File: src/rtl/gpio_irq_pkg.sv
package gpio_irq_pkg;
  typedef enum logic [2:0] {
    REG_BANK_EN  = 3'd0,
    REG_RISE_SET = 3'd1,
    REG_RISE_CLR = 3'd2,
    REG_FALL_SET = 3'd3,
    REG_FALL_CLR = 3'd4,
    REG_STATUS   = 3'd5
  } reg_addr_e;
endpackage

File: src/rtl/setclr_reg.sv
module setclr_reg #(
  parameter int W = 32
) (
  input  logic         clk,
  input  logic         rst,
  input  logic [W-1:0] set_mask,
  input  logic [W-1:0] clr_mask,
  output logic [W-1:0] q
);
  always_ff @(posedge clk) begin
    if (rst) q <= '0;
    else     q <= (q | set_mask) & ~clr_mask;
  end

  // bits written through the set address are held afterwards
  assert_set_holds_R1: assert property (@(posedge clk) disable iff (rst)
    (clr_mask == '0) |=> ((q & $past(set_mask)) == $past(set_mask)));

  // bits written through the clear address are removed
  assert_clr_removes_R2: assert property (@(posedge clk) disable iff (rst)
    (set_mask == '0) |=> ((q & $past(clr_mask)) == '0));
endmodule

File: src/rtl/edge_detect.sv
module edge_detect #(
  parameter int W = 32
) (
  input  logic         clk,
  input  logic         rst,
  input  logic [W-1:0] level,
  input  logic [W-1:0] rise_en,
  input  logic [W-1:0] fall_en,
  output logic [W-1:0] hit
);
  logic [W-1:0] level_q;

  always_ff @(posedge clk) begin
    if (rst) level_q <= '0;
    else     level_q <= level;
  end

  always_comb begin
    hit = (rise_en & level & ~level_q) | (fall_en & ~level & level_q);
  end

  // no event on a pin with both enables cleared
  assert_no_hit_disabled_R3: assert property (@(posedge clk) disable iff (rst)
    ((hit & ~(rise_en | fall_en)) == '0));
endmodule

File: src/rtl/irq_status.sv
module irq_status #(
  parameter int W      = 32,
  parameter int HALF_W = 16,
  localparam int NB    = W / HALF_W
) (
  input  logic          clk,
  input  logic          rst,
  input  logic [W-1:0]  hit,
  input  logic [W-1:0]  clr_mask,
  input  logic [NB-1:0] bank_en,
  output logic [W-1:0]  status,
  output logic [NB-1:0] irq
);
  always_ff @(posedge clk) begin
    if (rst) status <= '0;
    else     status <= (status & ~clr_mask) | hit;
  end

  for (genvar b = 0; b < NB; b++) begin : g_line
    always_ff @(posedge clk) begin
      if (rst) irq[b] <= 1'b0;
      else     irq[b] <= bank_en[b] & (|status[b*HALF_W +: HALF_W]);
    end

    // a disabled half never drives its line
    assert_line_gated_R6: assert property (@(posedge clk) disable iff (rst)
      !bank_en[b] |=> !irq[b]);

    // line holds while bits of the half are pending and the half is enabled
    assert_line_holds_R7: assert property (@(posedge clk) disable iff (rst)
      (bank_en[b] && (status[b*HALF_W +: HALF_W] != '0)) |=> irq[b]);
  end

  // an edge always lands, even against a clear
  assert_edge_wins_R8: assert property (@(posedge clk) disable iff (rst)
    1'b1 |=> ((status & $past(hit)) == $past(hit)));

  // cleared bits without a new edge are gone
  assert_w1c_R5: assert property (@(posedge clk) disable iff (rst)
    1'b1 |=> ((status & $past(clr_mask & ~hit)) == '0));

  // a bit only rises because of an edge
  assert_no_spurious_R3: assert property (@(posedge clk) disable iff (rst)
    1'b1 |=> ((status & ~$past(status) & ~$past(hit)) == '0));
endmodule

File: src/rtl/gpio_edge_irq.sv
module gpio_edge_irq
  import gpio_irq_pkg::*;
#(
  parameter int NPINS  = 32,
  parameter int HALF_W = 16,
  parameter int ADDR_W = 3,
  localparam int NB    = NPINS / HALF_W
) (
  input  logic              clk,
  input  logic              rst,
  input  logic [NPINS-1:0]  pin_in,
  input  logic              wr_en,
  input  logic              rd_en,
  input  logic [ADDR_W-1:0] addr,
  input  logic [NPINS-1:0]  wr_data,
  output logic [NPINS-1:0]  rd_data,
  output logic [NB-1:0]     irq_out
);
  logic [NPINS-1:0] rise_set, rise_clr, fall_set, fall_clr, stat_clr;
  logic [NPINS-1:0] rise_en, fall_en, hit, status;
  logic [NB-1:0]    bank_en;
  logic [NPINS-1:0] rd_mux;

  always_comb begin
    rise_set = '0;
    rise_clr = '0;
    fall_set = '0;
    fall_clr = '0;
    stat_clr = '0;
    if (wr_en) begin
      case (addr)
        REG_RISE_SET: rise_set = wr_data;
        REG_RISE_CLR: rise_clr = wr_data;
        REG_FALL_SET: fall_set = wr_data;
        REG_FALL_CLR: fall_clr = wr_data;
        REG_STATUS:   stat_clr = wr_data;
        default: ;
      endcase
    end
  end

  always_ff @(posedge clk) begin
    if (rst)                               bank_en <= '0;
    else if (wr_en && addr == REG_BANK_EN) bank_en <= wr_data[NB-1:0];
  end

  setclr_reg #(.W(NPINS)) u_rise (
    .clk(clk), .rst(rst), .set_mask(rise_set), .clr_mask(rise_clr), .q(rise_en));

  setclr_reg #(.W(NPINS)) u_fall (
    .clk(clk), .rst(rst), .set_mask(fall_set), .clr_mask(fall_clr), .q(fall_en));

  edge_detect #(.W(NPINS)) u_edge (
    .clk(clk), .rst(rst), .level(pin_in), .rise_en(rise_en), .fall_en(fall_en),
    .hit(hit));

  irq_status #(.W(NPINS), .HALF_W(HALF_W)) u_stat (
    .clk(clk), .rst(rst), .hit(hit), .clr_mask(stat_clr), .bank_en(bank_en),
    .status(status), .irq(irq_out));

  always_comb begin
    rd_mux = '0;
    case (addr)
      REG_BANK_EN:                rd_mux[NB-1:0] = bank_en;
      REG_RISE_SET, REG_RISE_CLR: rd_mux = rise_en;
      REG_FALL_SET, REG_FALL_CLR: rd_mux = fall_en;
      REG_STATUS:                 rd_mux = status;
      default: ;
    endcase
  end

  always_ff @(posedge clk) begin
    if (rst)        rd_data <= '0;
    else if (rd_en) rd_data <= rd_mux;
  end

  // reset leaves the outputs quiet
  assert_reset_quiet_R9: assert property (@(posedge clk)
    rst |=> (irq_out == '0 && rd_data == '0));
endmodule

File: config.mk
export PLATFORM = sky130hd
export DESIGN_NAME = gpio_edge_irq
export DESIGN_NICKNAME = d
export VERILOG_FILES = /design/src/rtl/gpio_irq_pkg.sv /design/src/rtl/setclr_reg.sv /design/src/rtl/edge_detect.sv /design/src/rtl/irq_status.sv /design/src/rtl/gpio_edge_irq.sv
export SDC_FILE = /design/constraint.sdc
export NUM_CORES = 1
export LEC_CHECK = 0
export BUFFER_PORTS_ARGS = -buffer_cell sky130_fd_sc_hd__buf_2
export CAP_MARGIN = 20
export CORE_MARGIN = 10
export CORE_UTILIZATION = 56
export DETAILED_ROUTE_END_ITERATION = 16
export PLACE_DENSITY = 0.78
export SLEW_MARGIN = 10
export SYNTH_ARGS = -nofsm -noshare
export SYNTH_HDL_FRONTEND = slang
export SYNTH_SLANG_ARGS = --single-unit
File: constraint.sdc
create_clock -name clk -period 4.75 [get_ports clk]
set_clock_uncertainty 0.15 [all_clocks]
set_input_delay 0.7125 -clock clk [delete_from_list [all_inputs] [get_ports clk]]
set_output_delay 0.7125 -clock clk [all_outputs]
set_load 0.05 [all_outputs]
==> results of run 1 <==
## worst paths after layout
path,slack (ns),cells past startpoint,startpoint,to
worst max register to register,3.31,2,u_stat.status[30],u_stat.irq[1]
worst min register to register,0.31,1,rd_data[30],rd_data[30]
worst max-delay path,1.56,5,addr[2],u_stat.status[12]
worst min-delay path,0.31,1,rd_data[30],rd_data[30]
## metrics by stage
stage	setup WS (ns)	hold slack, ns	total power, mW	std cells	cell area (um^2)
after detailed placement	1.25	0.301	1.80	977	7910
after global placement	1.35	0.296	1.79	977	7910
after global routing	1.47	0.330	3.17	1009	8460
after floorplan	2.67	0.289	1.68	768	7380
after CTS	1.64	0.314	3.07	1009	8460
final	1.56	0.312	3.08	1009	8460
## area by class of cell
class,count,area [um^2]
clock inverter,3,15.0
multi-input combinational,490,3650
inverter,31,116
sequential,164,3280
clock buffer,29,541
timing repair buffer,120,646
tap,172,215
fill,1060,4310
## per-layer routing
| layer | global-route usage (%) | up-vias | wire, um |
|---|---|---|---|
| li1 | - | 3171 | - |
| met1 | 29.5 | 3449 | 8860 |
| met3 | 5.38 | 42 | 1980 |
| met5 | 0 | - | 0 |
| met2 | 40.2 | 400 | 11000 |
| met4 | 11.5 | 0 | 516 |
## synthesized netlist by cell type (2+ instances only)
| library cell | count | area [um^2] |
|---|---|---|
| dfxtp_1 | 164 | 3280 |
| a31oi_1 | 94 | 588 |
| a311oi_1 | 64 | 561 |
| nand3b_1 | 57 | 428 |
| clkbuf_1 | 56 | 210 |
| nand2_1 | 42 | 158 |
| nor2b_1 | 34 | 213 |
| mux2i_1 | 32 | 320 |
| inv_1 | 31 | 116 |
| a221o_1 | 30 | 300 |
| a32o_1 | 30 | 300 |
| o21ai_1 | 30 | 150 |
| o221ai_1 | 30 | 263 |
| buf_2 | 22 | 110 |
| nor4_1 | 8 | 50.1 |
| a21oi_1 | 5 | 25.0 |
| nor2_1 | 5 | 18.8 |
| o22a_1 | 5 | 43.8 |
| o21ai_0 | 4 | 20.0 |
| and2_1 | 3 | 18.8 |
| buf_4 | 3 | 22.5 |
| nand2b_1 | 3 | 18.8 |
| a221oi_1 | 2 | 17.5 |
| a41oi_1 | 2 | 17.5 |
| and4b_1 | 2 | 20.0 |
| mux2_1 | 2 | 22.5 |
## power by group
group / switching [mW] / internal (mW)
Clock: 0.533 / 0.765
Sequential: 0.0308 / 1.42
Combinational: 0.221 / 0.110
Total: 0.785 / 2.29
## flip-flops by register name, indices dropped and copies added, names as in the netlist
signal	cells
u_stat.status	32
u_fall.q	32
u_rise.q	32
u_edge.level_q	32
bank_en	2
rd_data	32
u_stat.irq	2
## cell families (layout without fill, tap and decap cells)
family,Yosys count,in the layout,share of synthesized area (%)
simple gates,158,158,13.2
flops,164,164,44.5
xor+xnor,1,1,0.119
buf+inv,114,183,6.42
compound gates,297,297,31.2
mux,34,34,4.64
==> metrics, run 1 <==
crit-path leading delay family buffers and inverters; first-pass GRT wire length 36000 um; Worst-path clk slew 0.06 ns; fmax 313 MHz; CTS H-tree lvls 4; Worst Path Buf+Inv 2; status completed; largest net degree at the start of global routing 73; GRT overflow 0; clk buf depth 2; CTS tree done; Syn. warnings 0; Cell Rows 41; most frequent cells in the layout 164 x dfxtp_1, 102 x buf_2, 94 x a31oi_1; antenna-violating nets left 0; worst-margin pin slew 1.05 ns; IO buf count 104; #FFs+latches synth 164; I/O pin count 105; Syn Inst Count 768; Synth Cell Area 7380 um^2; Post-synth EDFFs 0; die width 135 um; share of cells above drive strength 1 18.4%; Util after Layout 66.3%; Worst setup SP type primary input; Antenna diodes 0; Pwr Density 364 nW/um^2; Seq/Total Area, Yosys 44.5%; syn_nets 839; final setup fails 0; total clock buffers created by CTS 17; period utilisation layout 67.2%; CTS Sinks 164; Synth Area per Inst 9.61 um^2; # hold bufs at CTS 0; critical path peak fanout 32; final hold vios 0; fin nets 895; most common cell after layout, fill and taps aside dfxtp_1; RSZ-0062 raised after global routing false; Worst Path Arrival 3.31 ns; die height 135 um; relative slew slack 29.8%; initial antenna violation count 0; crit-path max cell delay 1.00 ns; setup TNS 0 ns; Worst Path Required 4.87 ns; 1st-pass router iterations 7; max-slew violation count 0; Clock Latency Late Sink 0.43 ns; gpl congestion 0.825; DR vias/cell 7.00; CP Capture Type flop; Setup CP Type in -> reg; share of flip-flops with an asynchronous set or reset 0%; via count 7062; post-synth cell types 34; # DRC 0; post-cts resize count 0; min-delay worst type reg -> reg; MaxCap Viol Count 0; leak pwr 2.93 nW; final wirelength 22300 um; Core ar. 12800 um^2; vias in the first global route 6870; ordered list of cells on the worst path buf_2 > nand3b_1 > buf_4 > o21ai_1 > a31oi_1; GR Util All Layers 24.4%; slowest stage cell, crit path nand3b_1; dominant synthesized flop cell dfxtp_1; CTS root buf clkbuf_16; die area 18200 um^2; worst vdd rail ir drop 0.000272 V; dpl hpwl 14200 um; min Tclk post-route 3.19 ns; wire length per cell 22.1 um; Iter 0 DRT Violations 936; post-CTS setup buffers 0; initial core utilization 57.8%; Area Growth Syn to Fin 14.6%
(Power assumes the default switching activity.)
==> run 2, diff against run 1 <==
- CORE_UTILIZATION: 56 -> 52
- PLACE_DENSITY: 0.78 -> 0.76
- clock period: 4.75 -> 2.85 ns (I/O delays scaled with it)
==> run 2 against run 1 <==
  * Worst setup slack worse by 0.64 ns
  * First-iteration DRC count is 4.4% lower
  * Design area is 1.7% higher
  * Routed wire length is 0.78% higher
  * Worst hold slack worse by 0.22 ns
  * Register-to-register slack worse by 1.9 ns
  * Largest cell class unchanged
  * Sequential power is 66% higher
  * Total power is 72% higher
  * Combinational power is 69% higher
  * Highest routed layer unchanged
  * Sequential share of layout area is 0.65 points lower
==> metrics, run 2 (synthesized netlist as in run 1, its figures left out) <==
most frequent cells in the layout 164 x dfxtp_1, 102 x buf_2, 94 x a31oi_1; slowest stage cell, crit path nor2b_2; gpl congestion 0.857; Iter 0 DRT Violations 895; Sw Ratio 25.0%; Non-Filler Instances 1029; Pint 3.97 mW; RSZ-0062 raised after global routing false; CTS root buf clkbuf_16; status completed; fmax 517 MHz; Worst setup SP type primary input; share of cells above drive strength 1 19.4%; reg2reg start u_stat.status[15]; crit-path max cell delay 0.55 ns; Worst Path Arrival 2.15 ns; max-slew violation count 0; vias in the first global route 6967; CP startpoint addr[1]; CP Capture Type flop; Setup CP Type in -> reg; initial core utilization 53.2%; total clock buffers created by CTS 17; die width 139 um; I/O pin count 105; final setup fails 0; dpl hpwl 14800 um; Combinational Power Share 10.6%; # DRC 0; Pwr Density 615 nW/um^2; min Tclk post-route 1.93 ns; first-pass GRT wire length 35900 um; antenna-violating nets left 0; CTS Sinks 164; final wirelength 22500 um; met2 GRT Util 35.7%; total net switching power 1.32 mW; period utilisation layout 67.8%; worst vdd rail ir drop 0.000470 V; final hold vios 0; wire length per cell 21.9 um; Clock Latency Late Sink 0.43 ns; Cell Rows 43; IO buf count 104; DP Cell Count 993; Levels on crit path 5; Worst Path Buf+Inv 2; min-delay worst type in -> reg; Area Growth Syn to Fin 16.6%; cell depth of the worst hold path 2; CP endpoint rd_data[19]; grt met1 use 27.9%; GRT overflow 0; most common cell after layout, fill and taps aside dfxtp_1; leak pwr 2.99 nW; flop2flop setup slack 1.41 ns; crit-path leading delay family buffers and inverters; Worst Path Required 3.07 ns; clk buf depth 2; die area 19400 um^2; MaxCap Viol Count 0; GR Util All Layers 22.2%; CTS tree done; die height 139 um; critical path peak fanout 25; setup TNS 0 ns; post-cts resize count 0; GRT Max-Usage Layer met2; worst reg2reg path depth 2; met3 Use GR 5.34%; post-CTS setup buffers 0; initial antenna violation count 3; reg-to-reg endpoint u_stat.irq[0]; ordered list of cells on the worst path buf_2 > nor2b_2 > buf_4 > a221o_1 > a32o_1; largest net degree at the start of global routing 101; CTS H-tree lvls 4; DR vias/cell 6.93; Clk pwr share 43.8%; Worst-path clk slew 0.06 ns; # hold bufs at CTS 0; sequential power share 45.6%; Core ar. 13900 um^2; worst-margin pin slew 0.836 ns; via count 7129; fin nets 903; 1st-pass router iterations 5; relative slew slack 44.2%
==> run 2: cell count changes in the layout (fill, tap and decap cells not counted) <==
cell | previous run | this run
buf_4 | 18 | 24
clkbuf_8 | 7 | 2
diode_2 | 0 | 4
bufinv_16 | 0 | 3
buf_12 | 0 | 2
clkbuf_1 | 5 | 3
clkinv_2 | 3 | 5
clkinvlp_4 | 0 | 2
==> run 2: final cells by class <==
| class | count | area [um^2] |
|---|---|---|
| multi-input combinational | 490 | 3650 |
| clock inverter | 10 | 130 |
| sequential | 164 | 3280 |
| clock buffer | 22 | 464 |
| inverter | 31 | 116 |
| timing repair buffer | 128 | 731 |
| fill | 1160 | 5270 |
| tap | 180 | 225 |
| antenna | 4 | 10.0 |
==> run 2: power groups by stage <==
stage / clock network [mW] / logic [mW] / registers (mW)
5_1_grt: 2.41 / 0.601 / 2.42
3_3_place_gp: 0 / 0.531 / 2.46
4_1_cts: 2.33 / 0.553 / 2.41
6_report: 2.31 / 0.561 / 2.41
3_5_place_dp: 0 / 0.550 / 2.46
2_1_floorplan: 0 / 0.304 / 2.50
==> run 2: layer usage <==
metal	up-vias	wire length, um
met5	-	0
met4	0	539
met3	54	1870
met2	390	10500
met1	3483	9570
li1	3202	-
==> run 2: worst min path at each step <==
stage / end / startpoint / slack (ns)
4_1_cts: u_edge.level_q[6] / pin_in[6] / 0.08
6_report: u_edge.level_q[6] / pin_in[6] / 0.09
2_1_floorplan: u_stat.irq[0] / bank_en[0] / 0.29
5_1_grt: u_edge.level_q[17] / pin_in[17] / 0.09
3_5_place_dp: rd_data[30] / rd_data[30] / 0.30
3_3_place_gp: rd_data[6] / rd_data[6] / 0.30
==> run 2: stage by stage <==
| stage | area (um^2) | power, mW | hold slack, ns | setup WS (ns) | utilization (%) |
|---|---|---|---|---|---|
| floorplan | 7380 | 2.80 | 0.289 | 1.05 | - |
| global placement | 8000 | 2.99 | 0.304 | 0.598 | 57.7 |
| CTS | 8600 | 5.29 | 0.0767 | 0.970 | 61.9 |
| detailed placement | 8000 | 3.01 | 0.303 | 0.529 | 57.7 |
| global route | 8600 | 5.43 | 0.0925 | 0.845 | 62.0 |
| finish | 8610 | 5.29 | 0.0882 | 0.916 | 62.0 |
==> run 3, diff against run 2 <==
- ABC_AREA: unset -> 1
- CORE_UTILIZATION: 52 -> 51
- clock period: 2.85 -> 1.62 ns (I/O delays scaled with it)
==> run 3 against run 2 <==
  * Synthesized cell count grew 23%
  * Core utilization up 3.3 points
  * Clock power rose by 80%
  * Routed wire length fell by 7.0%
  * Global-route usage increased by 0.95 points
  * Sequential share of layout area about the same
  * Final cell count is 23% higher
  * Non-clock buffer count grew 36
  * Sequential cell count stayed put
  * Sequential power grew 74%
==> metrics, run 3 <==
setup TNS 0 ns; most common cell after layout, fill and taps aside nand2_1; # DRC 0; Antenna diodes 0; syn_nets 1019; Synth Cell Area 6830 um^2; reg2reg start u_stat.status[1]; post-synth cell types 19; ordered list of cells on the worst path buf_2; die area 18400 um^2; first-pass GRT wire length 34300 um; final wirelength 20900 um; worst vdd rail ir drop 0.000853 V; Syn Inst Count 948; relative slew slack 70.2%; Synth Area in Simple Gates 26.8%; post-synthesis mux area share 0%; Worst Path Buf+Inv 1; crit-path leading delay family flip-flops; 1st-pass router iterations 7; Worst Path Required 1.23 ns; Iter 0 DRT Violations 756; final setup fails 0; share of flip-flops with an asynchronous set or reset 0%; crit-path max cell delay 0.40 ns; CTS Sinks 164; DR vias/cell 5.53; Area Growth Syn to Fin 26.0%; Combinational Power Share 8.9%; final hold vios 0; max-slew violation count 0; die width 136 um; Worst Path Arrival 1.13 ns; Synth Area per Inst 7.21 um^2; Seq/Total Area, Yosys 48.0%; Pwr Density 1060 nW/um^2; die height 136 um; fmax 656 MHz; slowest stage cell, crit path dfxtp_1; Core ar. 13200 um^2; dominant synthesized flop cell dfxtp_1; MaxCap Viol Count 0; total net switching power 2.22 mW; min-delay worst type in -> reg; period utilisation layout 94.1%; Post-synth EDFFs 0; wire length per cell 16.6 um; CP Capture Type output pin; Setup CP Type reg -> out; I/O pin count 105; GRT overflow 0; Worst setup SP type flop; antenna-violating nets left 0; fill count 1142; clk buf depth 2; Synth Area in Adders 0%; total clock buffers created by CTS 17; cell with the most instances after synthesis nand2_1; Clk pwr share 45.3%; via count 6986; Sw Ratio 24.2%; Cell Rows 42; Hold Startpoint wr_data[15]; IO buf count 104; fin nets 1145; min Tclk post-route 1.52 ns; initial core utilization 51.8%; Pint 6.94 mW; area leader, netlist dfxtp_1; gpl congestion 0.864; RSZ-0062 raised after global routing false; leak pwr 3.72 nW; #FFs+latches synth 164; CP startpoint rd_data[10]; sequential power share 45.8%; vias in the first global route 6711; most frequent cells in the layout 175 x nand2_1, 164 x dfxtp_1, 110 x nor2_1; largest net degree at the start of global routing 97; critical path peak fanout 2; initial antenna violation count 0; CTS root buf clkbuf_16; Worst-path clk slew 0.06 ns; Yosys top cell area share 48.0%; worst-margin pin slew 0.447 ns; dpl hpwl 13600 um; CTS tree done; GR Util All Layers 23.2%; largest family of logic cells by synthesized area simple AND/OR/NAND/NOR gates; Syn. warnings 0; Clock Latency Late Sink 0.43 ns; Post-synth top cells 175 x nand2_1, 164 x dfxtp_1, 111 x nor2_1; XOR/XNOR Fraction of Synth Area 0%; share of cells above drive strength 1 15.2%; Total Power 9.16 mW; CTS H-tree lvls 4; Synth area leaders dfxtp_1 48%, nand2_1 9.6%, a21oi_1 7.3%, nand3_1 7.2%, o21ai_0 7.2%; compound-gate portion of the synthesized area 17.7%; status completed
run 3: per-layer routing:
metal | vias up | track usage [%] | part of all wire [%]
met2 | 305 | 36.9 | 47
met5 | - | 0 | 0
met3 | 37 | 5.45 | 8.4
met4 | 0 | 9.63 | 2.0
li1 | 3417 | - | -
met1 | 3227 | 29.3 | 43
run 3: what timing repair did:
action / 4_1_cts / 5_1_grt
endpoints found under the hold margin: 61 / 0
buffers inserted: 0 / 0
hold buffers: 34 / 0
setup endpoints to repair: 0 / 0
gates resized for setup: 0 / 0
run 3: worst min-delay path, delay by kind of cell:
| family | cells | cell delay, ns |
|---|---|---|
| AO/OA/AOI/OAI | 1 | 0.09 |
| buffers and inverters | 1 | 0.10 |
| AND/OR/NAND/NOR | 2 | 0.17 |
run 3: kinds of logic (layout without fill, tap and decap cells):
| logic type | count (synthesis) | after routing |
|---|---|---|
| and+or+nand+nor | 421 | 421 |
| AOI/OAI and AO/OA | 233 | 233 |
| DFF | 164 | 164 |
| buffers and inverters | 130 | 269 |
run 3: final timing paths:
check / slack [ns] / endpoint / cells after the start
setup / recovery: 0.1 / rd_data[10] / 1
hold / removal: 0.07 / u_fall.q[15] / 4
setup reg to reg: 0.37 / u_stat.irq[0] / 4
hold reg to reg: 0.31 / rd_data[17] / 2
run 3: layout make-up:
type / count / area, um^2 / area share, %
multi-input combinational: 654 / 3040 / 35.3
clock inverter: 12 / 154 / 1.79
tap: 176 / 220 / 2.56
timing repair buffer: 164 / 1180 / 13.7
clock buffer: 20 / 457 / 5.30
sequential: 164 / 3280 / 38.1
inverter: 73 / 274 / 3.18
run 3: power by group through the flow:
stage | sequential, mW | combinational (mW) | clock, mW
floorplan | 4.28 | 0.407 | 0
global placement | 4.28 | 0.728 | 0
detailed placement | 4.28 | 0.741 | 0
CTS | 4.19 | 0.809 | 4.17
global route | 4.20 | 0.901 | 4.36
finish | 4.19 | 0.818 | 4.15
run 3: metrics by stage:
stage / setup slack (ns) / cell area [um^2] / instances / hold WS (ns) / util (%)
4_1_cts: 0.0815 / 8610 / 1263 / 0.0490 / 65.3
6_report: 0.0962 / 8610 / 1263 / 0.0651 / 65.3
3_5_place_dp: 0.0798 / 7660 / 1197 / 0.305 / 58.1
3_3_place_gp: 0.131 / 7660 / 1197 / 0.303 / 58.1
5_1_grt: 0.0619 / 8610 / 1263 / 0.0847 / 65.3
2_1_floorplan: 0.274 / 6830 / 948 / 0.218 / -
